==> config.mk <==
export PLATFORM = sky130hd
export DESIGN_NAME = hiccup_guard
export DESIGN_NICKNAME = d
export VERILOG_FILES = /design/src/rtl/hiccup_pkg.sv /design/src/rtl/hg_period_monitor.sv /design/src/rtl/hg_event_counter.sv /design/src/rtl/hg_wait_timer.sv /design/src/rtl/hg_fsm.sv /design/src/rtl/hiccup_guard.sv
export SDC_FILE = /design/constraint.sdc
export NUM_CORES = 1
export LEC_CHECK = 0
export BUFFER_PORTS_ARGS = -buffer_cell sky130_fd_sc_hd__buf_2
export CORE_MARGIN = 4
export CORE_UTILIZATION = 56
export CTS_CLUSTER_SIZE = 25
export DETAILED_ROUTE_END_ITERATION = 12
export PLACE_DENSITY_LB_ADDON = 0.08
export SLEW_MARGIN = 20
export SYNTH_ARGS = -nofsm -noshare
export SYNTH_HDL_FRONTEND = slang
export SYNTH_SLANG_ARGS = --single-unit
==> constraint.sdc <==
create_clock -name clk -period 2.4 [get_ports clk]
set_clock_uncertainty 0.05 [all_clocks]
set_input_delay 0.36 -clock clk [delete_from_list [all_inputs] [get_ports clk]]
set_output_delay 0.36 -clock clk [all_outputs]
set_load 0.01 [all_outputs]
==> src/rtl/hiccup_pkg.sv <==
package hiccup_pkg;
  typedef enum logic [1:0] {
    ST_RUN     = 2'd0,
    ST_WAIT    = 2'd1,
    ST_THERM   = 2'd2,
    ST_RESTART = 2'd3
  } hg_state_t;
endpackage

==> src/rtl/hg_period_monitor.sv <==
// Classifies each regulator period as limited, clean or idle and drives the
// per-period high-side termination.
module hg_period_monitor (
  input  logic clk,
  input  logic rst_n,
  input  logic active,
  input  logic period_tick,
  input  logic hs_on,
  input  logic ilim_hit,
  output logic close_lim,
  output logic close_clean,
  output logic hs_kill
);
  logic lim_seen, on_seen, kill_q;
  logic lim_any, on_any;

  assign lim_any     = lim_seen | ilim_hit;
  assign on_any      = on_seen  | hs_on;
  assign close_lim   = active & period_tick & lim_any;
  assign close_clean = active & period_tick & on_any & ~lim_any;
  assign hs_kill     = kill_q & active;

  always_ff @(posedge clk or negedge rst_n) begin
    if (!rst_n) begin
      lim_seen <= 1'b0;
      on_seen  <= 1'b0;
      kill_q   <= 1'b0;
    end else if (!active || period_tick) begin
      lim_seen <= 1'b0;
      on_seen  <= 1'b0;
      kill_q   <= 1'b0;
    end else begin
      lim_seen <= lim_any;
      on_seen  <= on_any;
      if (ilim_hit) kill_q <= 1'b1;
    end
  end
endmodule

==> src/rtl/hg_event_counter.sv <==
// Limit-event counter with a clean-run counter that clears it.
module hg_event_counter #(
  parameter int EVT_W     = 3,
  parameter int CLEAN_RUN = 3
) (
  input  logic             clk,
  input  logic             rst_n,
  input  logic             clear,
  input  logic             close_lim,
  input  logic             close_clean,
  output logic             trip,
  output logic [EVT_W-1:0] evt_count
);
  localparam int CLEAN_W = (CLEAN_RUN > 1) ? $clog2(CLEAN_RUN) : 1;
  localparam logic [CLEAN_W-1:0] CLEAN_LAST = CLEAN_W'(CLEAN_RUN - 1);

  logic [CLEAN_W-1:0] clean_q;
  logic [EVT_W:0]     evt_sum;

  // The carry out of the increment marks the final event; the count saturates.
  assign evt_sum = {1'b0, evt_count} + {{EVT_W{1'b0}}, 1'b1};
  assign trip    = close_lim & evt_sum[EVT_W];

  always_ff @(posedge clk or negedge rst_n) begin
    if (!rst_n) begin
      evt_count <= '0;
      clean_q   <= '0;
    end else if (clear) begin
      evt_count <= '0;
      clean_q   <= '0;
    end else if (close_lim) begin
      if (!evt_sum[EVT_W]) evt_count <= evt_sum[EVT_W-1:0];
      clean_q <= '0;
    end else if (close_clean) begin
      if (clean_q == CLEAN_LAST) begin
        evt_count <= '0;
        clean_q   <= '0;
      end else begin
        clean_q <= clean_q + 1'b1;
      end
    end
  end
endmodule

==> src/rtl/hg_wait_timer.sv <==
// Counts regulator periods during the hiccup wait.
module hg_wait_timer #(
  parameter int WAIT_TICKS = 1024
) (
  input  logic clk,
  input  logic rst_n,
  input  logic active,
  input  logic period_tick,
  output logic done
);
  localparam int WAIT_W = (WAIT_TICKS > 1) ? $clog2(WAIT_TICKS) : 1;
  localparam logic [WAIT_W-1:0] WAIT_LAST = WAIT_W'(WAIT_TICKS - 1);

  logic [WAIT_W-1:0] cnt_q;

  assign done = active & period_tick & (cnt_q == WAIT_LAST);

  always_ff @(posedge clk or negedge rst_n) begin
    if (!rst_n)            cnt_q <= '0;
    else if (!active)      cnt_q <= '0;
    else if (period_tick)  cnt_q <= cnt_q + 1'b1;
  end
endmodule

==> src/rtl/hg_fsm.sv <==
// Protection state machine; thermal fault outranks everything.
module hg_fsm
  import hiccup_pkg::*;
(
  input  logic      clk,
  input  logic      rst_n,
  input  logic      therm_fault,
  input  logic      trip,
  input  logic      wait_done,
  output hg_state_t state
);
  hg_state_t nxt;

  always_comb begin
    nxt = state;
    if (therm_fault) begin
      nxt = ST_THERM;
    end else begin
      unique case (state)
        ST_RUN:     if (trip)      nxt = ST_WAIT;
        ST_WAIT:    if (wait_done) nxt = ST_RESTART;
        ST_THERM:   nxt = ST_RESTART;
        ST_RESTART: nxt = ST_RUN;
        default:    nxt = ST_RUN;
      endcase
    end
  end

  always_ff @(posedge clk or negedge rst_n) begin
    if (!rst_n) state <= ST_RUN;
    else        state <= nxt;
  end
endmodule

==> src/rtl/hiccup_guard.sv <==
module hiccup_guard
  import hiccup_pkg::*;
#(
  parameter int EVT_W          = 3,
  parameter int CLEAN_RUN      = 3,
  parameter int HICCUP_PERIODS = 1024
) (
  input  logic clk,
  input  logic rst_n,
  input  logic period_tick,
  input  logic hs_on,
  input  logic ilim_hit,
  input  logic therm_fault,
  output logic hs_kill,
  output logic sw_force_off,
  output logic ss_discharge,
  output logic ss_restart
);
  hg_state_t        state;
  logic             run_q, close_lim, close_clean, trip, wait_done;
  logic [EVT_W-1:0] evt_count;

  assign run_q = (state == ST_RUN);

  hg_period_monitor u_mon (
    .clk(clk), .rst_n(rst_n), .active(run_q), .period_tick(period_tick),
    .hs_on(hs_on), .ilim_hit(ilim_hit), .close_lim(close_lim),
    .close_clean(close_clean), .hs_kill(hs_kill)
  );

  hg_event_counter #(.EVT_W(EVT_W), .CLEAN_RUN(CLEAN_RUN)) u_cnt (
    .clk(clk), .rst_n(rst_n), .clear(state == ST_RESTART),
    .close_lim(close_lim), .close_clean(close_clean),
    .trip(trip), .evt_count(evt_count)
  );

  hg_wait_timer #(.WAIT_TICKS(HICCUP_PERIODS)) u_wait (
    .clk(clk), .rst_n(rst_n), .active(state == ST_WAIT),
    .period_tick(period_tick), .done(wait_done)
  );

  hg_fsm u_fsm (
    .clk(clk), .rst_n(rst_n), .therm_fault(therm_fault),
    .trip(trip), .wait_done(wait_done), .state(state)
  );

  assign sw_force_off = ~run_q;
  assign ss_discharge = (state == ST_WAIT) | (state == ST_THERM);
  assign ss_restart   = (state == ST_RESTART);
endmodule

==> qor.csv <==
stage,metric,value,unit
status,status,"complete, no violations",
detailed_routing,routed len/inst,13.4,um
final_layout,Synth-to-Final Area Change,10.6,%
clock_network,Worst-path clk slew,110,ps
sta,Worst slew margin,0.702,
sta,fmax,538,MHz
die,IO Pins,10,
setup_path,CP Data Arrival Time,1990,ps
placed_design,Post-Place Cells,133,
pwr,Peak VDD IR,0.620,mV
placed_design,DP Wirelength,1.38,mm
pwr,sw frac,0.328,
grt,GRT Total Usage,0.175,
synth,Cell variety after synth,33,
setup_path,Reg2Reg Capture Point,u_fsm.state[0],
final_layout,Ant. Diodes,0,
grt,vias in the first global route,789,
detailed_routing,post-route ant nets,0,
hold_path,Worst Hold Class,in2reg,
job,max-cap violation count,0,
detailed_routing,Routed WL,1.84,mm
setup_path,reg2reg start,u_fsm.state[1],
clock_network,root buffer cell,clkbuf_4,
clock_network,total CTS buffers,3,
synth,Synth warnings,0,
sta,Tightest Pin Transition,447,ps
sta,setup tns final,0,ps
sta,Final WS setup,540,ps
clock_network,H-Tree Depth,1,
synth,share of the synthesized area in the top cell type,0.477,
detailed_routing,Via Count,747,
setup_path,"Largest stage delay, worst path",410,ps
detailed_routing,initial DRC count,6,
hold_path,Hold Crit Depth,3,
hold_path,Hold Path End,u_mon.on_seen,
die,width of the die,51.3,um
synth,Syn Nets,112,
die,Core Rows,15,
setup_path,Worst Setup Start Kind,flop,
pwr,Int Power,0.573,mW
sta,RSZ-0062 raised after global routing,no,
setup_path,Worst Path Required,2530,ps
synth,synthesized area per cell,10.4,sq um
pwr,Seq pwr share,0.472,
clock_network,Max clock buf depth,2,
placed_design,pre-CTS setup slack,539,ps
grt,first-pass GRT wire length,3.39,mm
setup_path,R2R cell count,6,
setup_path,crit end category,flop,
synth,synthesized area,0.00105,sq mm
pwr,clock share of power,0.224,
final_layout,Non-Filler Instances,138,
synth,"EDFF count, synth",0,
pwr,pwr dens,734,mW/mm^2
detailed_routing,DR vias/cell,5.41,
synth,Mapped Cells,101,
setup_path,R2R Setup Slk,540,ps
sta,Max Slew Vio Count,0,
clock_network,clk sink count,20,
placed_design,Port Buf Inserts,9,
sta,Tcrit/Tclk final,0.775,
setup_path,crit-path max FO,7,
die,initial core utilization,0.601,
grt,grt ovf,0,
synth,post-synthesis sequential area ratio,0.477,
grt,initial antenna violation count,0,
detailed_routing,residual DRC count,0,
clock_network,CTS tree,yes,
sta,Setup Viol. Count Final,0,
synth,largest cells by area after synthesis,"dfrtp_1 48%, ha_1 6.0%, xnor2_1 5.0%, and2_1 4.8%, nor2_1 3.9%",
synth,async set or reset register ratio after synthesis,1.00,
clock_network,Clock Latency Late Sink,290,ps
grt,largest net degree at the start of global routing,21,
synth,leading area contributor after synthesis,dfrtp_1,
detailed_routing,Detailed Routing Iterations Pass 1,4,
setup_path,slowest CP cell,dfrtp_1,
placed_design,gp weighted congestion,0.786,
die,Die Height,51.3,um
synth,"flops & latches, synth",20,
die,Core ar.,0.00175,sq mm
hold_path,Worst Hold Launch,hs_on,
synth,"Top FF cell, synth",dfrtp_1,
pwr,reported net switching power,0.280,mW
final_layout,layout cells sized above 1,0.133,
setup_path,Crit Path Class,reg2reg,
setup_path,worst path cell trace,"inv_1, ha_1, o211a_1, nand4_1, a21oi_2, mux2_1",
pwr,Lkg Pwr,0.563,nW
final_layout,nets,125,
pwr,part of the power in combinational logic,0.304,
sta,Final Hold Viols,0,
sta,Tmin final,1860,ps
die,die area,0.00263,sq mm
## through the flow
step | total power [mW] | hold WS [ps] | util | area, sq um
6_report | 0.852 | 273 | 0.665 | 1160
4_1_cts | 0.863 | 271 | 0.665 | 1160
2_1_floorplan | 0.584 | 14.4 | - | 1050
5_1_grt | 0.911 | 269 | 0.665 | 1160
3_3_place_gp | 0.657 | 279 | 0.639 | 1110
3_5_place_dp | 0.668 | 282 | 0.639 | 1110
## layout make-up
class	count	area [sq um]
clock buffers	4	36.3
fillers	158	584
inverters	6	22.5
multi-input cells	73	515
flip-flops and latches	20	500
well taps	25	31.3
repair buffers	10	55.1
## layer usage
layer / vias up / track usage / wire, um
li1: 380 / - / -
met1: 361 / 0.194 / 843
met2: 4 / 0.313 / 935
met3: 2 / 0.0350 / 35
met4: 0 / 0.0873 / 28
met5: - / 0 / 0
## cell usage after synthesis (2+ instances only)
cell and instances:
dfrtp_1 20, nor2_1 11, and2_1 8, inv_1 6
xnor2_1 6, ha_1 5, o21ai_0 4, nand2_1 3
nand4_1 3, nor3_1 3, or3_1 3, a21boi_0 2
a21oi_1 2, and4_1 2, mux2i_1 2, nand3_1 2
o211ai_1 2, xor2_1 2
## flip-flops by register name, summed over array words and instances (netlist names)
signal	count
u_wait.cnt_q	10
u_cnt.evt_count	3
u_cnt.clean_q	2
u_fsm.state	2
u_mon.kill_q	1
u_mon.lim_seen	1
u_mon.on_seen	1
## cells in the final DEF (no fill, tap or decap)
master,n
nor3b_1,1
nand4_4,1
xnor2_1,6
mux2i_1,2
nand2_1,3
a21oi_1,2
nor2b_1,1
a21boi_0,2
xor2_1,2
nand4_1,3
o32ai_1,1
a21oi_2,1
o211a_1,1
nor3_1,3
nand3_1,2
clkbuf_8,1
and2_1,8
dfrtp_1,20
o21ai_0,4
or3_1,3
nor2_1,11
o211ai_1,2
clkbuf_4,3
ha_1,5
nand4b_1,1
o31a_1,1
a31oi_1,1
inv_1,6
nand2b_1,1
and4_1,2
a311o_1,1
dlygate4sd3_1,1
buf_2,9
and3_1,1
mux2_1,1
## critical path, delay by kind of cell, from the launching register on
kind / cells / cell delay (ps)
adders and majority gates: 1 / 280
muxes: 1 / 340
and+or+nand+nor: 1 / 130
DFF: 1 / 410
AOI/OAI and AO/OA: 2 / 460
buffers and inverters: 1 / 80
## kinds of logic after synthesis
| group | after synthesis | synth area share |
|---|---|---|
| compound gates | 16 | 0.107 |
| fa+ha+maj | 5 | 0.0596 |
| flops | 20 | 0.477 |
| buf+inv | 8 | 0.0322 |
| mux | 3 | 0.0298 |
| simple gates | 41 | 0.228 |
| xor+xnor | 8 | 0.0667 |
## power by group through the flow
stage,clock (mW),combinational (mW),sequential (mW)
after floorplan,0,0.182,0.402
after global placement,0,0.250,0.407
after detailed placement,0,0.258,0.410
after CTS,0.199,0.261,0.403
after global routing,0.215,0.288,0.408
final,0.191,0.259,0.402
## worst max-delay path by stage
stage                                 to  cells after the start  slack, ps      startpoint
after global routing      u_fsm.state[0]                      6        390  u_fsm.state[1]
after global placement    u_fsm.state[0]                      6        620  u_fsm.state[0]
after floorplan           u_fsm.state[0]                      6        690  u_fsm.state[0]
after detailed placement  u_fsm.state[0]                      6        540  u_fsm.state[1]
final                     u_fsm.state[0]                      6        540  u_fsm.state[1]
after CTS                 u_fsm.state[0]                      6        520  u_fsm.state[1]
## what timing repair did
action / 4_1_cts / 5_1_grt
resized for setup: 0 / 0
hold buffers: 1 / 0
endpoints found under the hold margin: 20 / 0
buffers inserted: 0 / 0
setup endpoints to repair: 0 / 0
(Power assumes the default switching activity.)
